File: config.mk
export PLATFORM = sky130hd
export DESIGN_NAME = grant_hdr_inserter
export DESIGN_NICKNAME = d
export VERILOG_FILES = /design/src/rtl/gh_pkg.sv /design/src/rtl/gh_prio_seq.sv /design/src/rtl/gh_grant_sel.sv /design/src/rtl/grant_hdr_inserter.sv
export SDC_FILE = /design/constraint.sdc
export NUM_CORES = 1
export LEC_CHECK = 0
export ABC_AREA = 1
export BUFFER_PORTS_ARGS = -buffer_cell sky130_fd_sc_hd__buf_2
export CAP_MARGIN = 20
export CORE_UTILIZATION = 48
export CTS_BUF_LIST = sky130_fd_sc_hd__clkbuf_4 sky130_fd_sc_hd__clkbuf_8
export DETAILED_ROUTE_END_ITERATION = 10
export PLACE_DENSITY = 0.88
export SLEW_MARGIN = 20
export SYNTH_ARGS = -nofsm -noshare
export SYNTH_HDL_FRONTEND = slang
export SYNTH_SLANG_ARGS = --single-unit
File: constraint.sdc
create_clock -name clk -period 5.1 [get_ports clk]
set_input_delay 0.255 -clock clk [delete_from_list [all_inputs] [get_ports clk]]
set_output_delay 0.255 -clock clk [all_outputs]
set_load 0.01 [all_outputs]
File: src/rtl/gh_pkg.sv
package gh_pkg;
  // Priority that three-threshold mode stops at
  localparam int unsigned GH_THREE_TOP = 2;
  // H0 bit flagging an idle packet
  localparam int unsigned GH_IDLE_BIT  = 7;

  function automatic logic [7:0] gh_make_h0(input logic idle, input logic [6:0] prio);
    logic [7:0] b;
    b = 8'h00;
    if (idle) begin
      b[GH_IDLE_BIT] = 1'b1;
      b[6:0] = prio;
    end
    return b;
  endfunction
endpackage

File: src/rtl/gh_prio_seq.sv
module gh_prio_seq #(
  parameter int unsigned NUM_PRIO = 4,
  localparam int unsigned PRIO_W = (NUM_PRIO > 1) ? $clog2(NUM_PRIO) : 1
) (
  input  logic              clk,
  input  logic              rst,
  input  logic              pkt_start,
  input  logic              fc_en,
  input  logic              three_thr,
  input  logic [PRIO_W-1:0] prio_top,
  output logic [PRIO_W-1:0] cur_prio
);
  import gh_pkg::*;

  localparam int unsigned CFG_W = PRIO_W + 2;

  logic [CFG_W-1:0]  cfg_now, cfg_q;
  logic              cfg_chg;
  logic [PRIO_W-1:0] top_eff;
  logic [PRIO_W-1:0] cnt_q;

  assign cfg_now = {fc_en, three_thr, prio_top};
  assign cfg_chg = (cfg_now != cfg_q);

  always_comb begin
    top_eff = prio_top;
    if (three_thr && (prio_top > PRIO_W'(GH_THREE_TOP)))
      top_eff = PRIO_W'(GH_THREE_TOP);
  end

  // A configuration change forces the reported priority to 0 at once
  assign cur_prio = cfg_chg ? '0 : cnt_q;

  always_ff @(posedge clk) begin
    if (rst) begin
      cnt_q <= '0;
      cfg_q <= cfg_now;
    end else begin
      cfg_q <= cfg_now;
      if (pkt_start)
        cnt_q <= (cur_prio == top_eff) ? '0 : cur_prio + 1'b1;
      else if (cfg_chg)
        cnt_q <= '0;
    end
  end

  assert_wrap_R4: assert property (@(posedge clk) disable iff (rst)
    (pkt_start && !cfg_chg && cnt_q == top_eff) |=> (cnt_q == '0));

  assert_in_range_R5: assert property (@(posedge clk) disable iff (rst)
    (!cfg_chg) |-> (cnt_q <= top_eff));

  assert_cfg_reset_R8: assert property (@(posedge clk) disable iff (rst)
    (cfg_chg && !pkt_start) |=> (cnt_q == '0));
endmodule

File: src/rtl/gh_grant_sel.sv
module gh_grant_sel #(
  parameter int unsigned NUM_PORTS = 16,
  parameter int unsigned NUM_PRIO  = 4,
  localparam int unsigned PRIO_W = (NUM_PRIO > 1) ? $clog2(NUM_PRIO) : 1
) (
  input  logic [NUM_PRIO*NUM_PORTS-1:0] grant_all,
  input  logic [PRIO_W-1:0]             sel,
  output logic [NUM_PORTS-1:0]          vec
);
  logic [NUM_PORTS-1:0] lane [NUM_PRIO];

  for (genvar p = 0; p < NUM_PRIO; p++) begin : g_lane
    assign lane[p] = grant_all[p*NUM_PORTS +: NUM_PORTS];
  end

  always_comb begin
    vec = '0;
    for (int p = 0; p < NUM_PRIO; p++)
      if (sel == PRIO_W'(p)) vec = lane[p];
  end
endmodule

File: src/rtl/grant_hdr_inserter.sv
module grant_hdr_inserter #(
  parameter int unsigned NUM_PORTS = 16,
  parameter int unsigned NUM_PRIO  = 4,
  localparam int unsigned PRIO_W = (NUM_PRIO > 1) ? $clog2(NUM_PRIO) : 1,
  localparam int unsigned HALF   = NUM_PORTS / 2
) (
  input  logic                          clk,
  input  logic                          rst,
  input  logic                          fc_en,
  input  logic                          three_thr,
  input  logic [PRIO_W-1:0]             prio_top,
  input  logic                          pkt_start,
  input  logic                          pkt_idle,
  input  logic [NUM_PRIO*NUM_PORTS-1:0] grant_all,
  output logic [7:0]                    hdr_h0,
  output logic [HALF-1:0]               hdr_h1,
  output logic [NUM_PORTS-HALF-1:0]     hdr_h2
);
  import gh_pkg::*;

  logic [PRIO_W-1:0]    cur_prio;
  logic [NUM_PORTS-1:0] sel_vec;

  gh_prio_seq #(.NUM_PRIO(NUM_PRIO)) i_seq (
    .clk(clk), .rst(rst), .pkt_start(pkt_start),
    .fc_en(fc_en), .three_thr(three_thr), .prio_top(prio_top),
    .cur_prio(cur_prio)
  );

  gh_grant_sel #(.NUM_PORTS(NUM_PORTS), .NUM_PRIO(NUM_PRIO)) i_sel (
    .grant_all(grant_all), .sel(cur_prio), .vec(sel_vec)
  );

  always_ff @(posedge clk) begin
    if (rst) begin
      hdr_h0 <= '0;
      hdr_h1 <= '0;
      hdr_h2 <= '0;
    end else if (pkt_start) begin
      hdr_h0 <= gh_make_h0(pkt_idle, 7'(cur_prio));
      hdr_h1 <= fc_en ? sel_vec[HALF-1:0] : '0;
      hdr_h2 <= fc_en ? sel_vec[NUM_PORTS-1:HALF] : '0;
    end
  end

  assert_fc_off_R1: assert property (@(posedge clk) disable iff (rst)
    (pkt_start && !fc_en) |=> (hdr_h1 == '0 && hdr_h2 == '0));

  assert_data_h0_R6: assert property (@(posedge clk) disable iff (rst)
    (pkt_start && !pkt_idle) |=> (hdr_h0 == 8'h00));

  assert_hold_R9: assert property (@(posedge clk) disable iff (rst)
    (!pkt_start) |=> ($stable(hdr_h0) && $stable(hdr_h1) && $stable(hdr_h2)));
endmodule

==> reports/metrics.yaml <==
setup_path:
  slowest_delay_ns: 0.55
  cpMaxStageDelayCell: "ha_1"
  path_buf_inv: 2
  cp.required_ns: 5.30
  reg2reg_from: "i_seq.cfg_q[2]$_DFF_P_"
  crit_fanout: 17
  arrival_ns: 2.57
  rr_endpoint: "hdr_h2[3]$_SDFFE_PP0P_"
  path_class: "reg2reg"
  rr_worst_depth: 10
  critPathTopFamily: "adder cells"
  worstPathCellList: "inv_1, nand2_1, nand2_1, nor2_4, nand2_2, nor2_4, ha_1, inv_1, o211ai_1, a21oi_1"
  r2r_slack_ns: 2.74
  start_kind: "flip-flop"
  worstSetupEndpointType: "flip-flop"
finish:
  n_antenna_cell: 0
  final_common_cell: "buf_2"
  area_growth_pct: 26.77
  drive_gt1_frac: 0.3630
  fillers: 301
  final_cell_mix: "90 x buf_2, 52 x a21oi_1, 43 x nand2_1"
  fin_nets: 380
clock_tree:
  cts_tree: "yes"
  cts-htree-levels: 1
  ctsHoldBuffers: 0
  clkLatencyLatePin_ns: 0.32
  cts-resized-gates: 0
  cts.clk_slew.worst_paths_ns: 0.13
  clockRootBuffer: "clkbuf_4"
  cts_buffers: 3
  cts_setup_buffers: 0
  cts_buffer_depth: 2
  cts_num_sinks: 25
route:
  drt-pass1-iter-count: 4
  ant_nets: 0
  wl_mm: 4.326
  drt_iter0_drc: 120
  viasPerCell: 5.256
  remaining_drc_errors: 0
  num_vias: 1824
  routedWlPerCell_um: 12.47
sta:
  fin_setup_tns_ns: 0
  hold_violations: 0
  rsz0062_at_grt: "no"
  period_share: 0.4633
  tightest_slew_ns: 0.9472
  slew_headroom: 0.3685
  clock-skew-final_ns: 0.004284
  finalMaxSlewViolations: 0
  setup_violations: 0
  max_freq_mhz: 423.2
  period_minus_slack_ns: 2.363
flow_run:
  maxCapViolCount: 0
floorplanning:
  rows: 20
  fp.dieW_um: 59.54
  ios: 96
  die_y_um: 59.54
  start_util: 0.5121
  core_area_sq_um: 3103
  die_area_sq_um: 3544
place:
  gp_congestion: 0.8861
  place_hpwl_mm: 3.423
  numPortBuffers: 90
power:
  leakagePower_nw: 0.9792
  power.density_nw_per_um2: 191.3
  design_power_total_mw: 0.3853
  peakVddDrop_v: 0.0001753
status:
  status: "completed"
synth:
  synth.cell_area_sq_um: 1589
  synth-seq-cells: 25
  syn_inst: 226
  yosys_warnings: 0
  synth_top_area_frac: 0.3150
  syn_avg_cell_area_sq_um: 7.031
  synth_cell_types: 21
  seq_area_frac_synth: 0.3150
  synthTopCellsByArea: "dfxtp_1 31%, a21oi_1 16%, nand2_1 10%, o211ai_1 7.6%, o31ai_1 7.6%"
  synth_area_leader_cell: "dfxtp_1"
grt:
  grt.total_usage: 0.2474
  first_global_vias: 1637
  grt_max_degree: 33
  grt_pass1_wl_mm: 6.755
  grt_overflow_total: 0
  antenna_found_initial: 0
worst_hold_path:
  hp-class: "in2reg"
  holdCritStartpoint: "prio_top[0]"
  hold_depth: 1
  worstHoldEndpoint: "i_seq.cfg_q[0]$_DFF_P_"
==> report_power, final <==
| group | leakage, nW | switching [mW] | internal [mW] |
|---|---|---|---|
| Clock | 0.0184 | 0.0579 | 0.0359 |
| Sequential | 0.205 | 0.00414 | 0.203 |
| Combinational | 0.756 | 0.0451 | 0.0391 |
==> sequential cells by signal (all words and copies together), names as in the netlist <==
register,count
i_seq.cnt_q,2
hdr_h0,3
i_seq.cfg_q,4
hdr_h1,8
hdr_h2,8
==> synthesized netlist by cell type <==
cell type / instances
a21oi_1: 52
nand2_1: 43
dfxtp_1: 25
nor2_1: 16
o211ai_1: 16
o31ai_1: 16
inv_1: 15
buf_2: 7
buf_4: 6
clkbuf_1: 6
ha_1: 4
nand2_2: 4
inv_2: 3
nor2_4: 3
a21oi_2: 2
buf_6: 2
nand3_2: 2
conb_1: 1
inv_4: 1
nand2_4: 1
nand4_1: 1
==> worst max path at each step <==
stage	cells past startpoint	slack, ns	from	to
2_1_floorplan	13	3.29	i_seq.cfg_q[0]$_DFF_P_	hdr_h1[2]$_SDFFE_PP0P_
3_3_place_gp	11	2.79	prio_top[0]	hdr_h2[2]$_SDFFE_PP0P_
3_5_place_dp	11	2.71	prio_top[0]	hdr_h2[3]$_SDFFE_PP0P_
4_1_cts	11	2.72	i_seq.cfg_q[0]$_DFF_P_	hdr_h2[7]$_SDFFE_PP0P_
5_1_grt	10	2.42	i_seq.cfg_q[2]$_DFF_P_	hdr_h2[1]$_SDFFE_PP0P_
6_report	10	2.74	i_seq.cfg_q[2]$_DFF_P_	hdr_h2[3]$_SDFFE_PP0P_
==> final cells by class <==
cell class	count	area, sq um	share of cell area
clock buffer	4	30.03	0.01491
inverter	19	73.82	0.03665
multi-input combinational	165	904.6	0.4491
tap	44	55.05	0.02733
sequential	25	500.5	0.2484
timing repair buffer	90	450.4	0.2236
==> metrics by stage <==
stage | util | hold slack [ns] | setup WS, ns | area [sq um] | std cells
final | 0.6492 | 0.05243 | 2.737 | 2014 | 347
after global routing | 0.6492 | 0.04315 | 2.420 | 2014 | 347
after CTS | 0.6492 | 0.04572 | 2.719 | 2014 | 347
after detailed placement | 0.6395 | 0.3881 | 2.714 | 1984 | 343
after global placement | 0.6395 | 0.3837 | 2.785 | 1984 | 343
after floorplan | - | 0.2827 | 3.287 | 1604 | 230
==> routing by layer <==
layer  vias to the layer above  track usage  share of wire
met3                         6      0.05677          0.081
met5                         -            0              0
met1                       819       0.2893           0.42
met4                         0      0.06645         0.0076
li1                        913            -              -
met2                        86       0.4494           0.49
==> cells by family after synthesis <==
kind of cell,after synthesis,share of synthesized area
AND/OR/NAND/NOR,70,0.2000
AO/OA/AOI/OAI,86,0.3260
other,1,0.002360
adder cells (fa/ha/maj),4,0.03150
flip-flops,25,0.3150
buffers and inverters,40,0.1252
No activity file was read; power rests on OpenSTA's default activity.
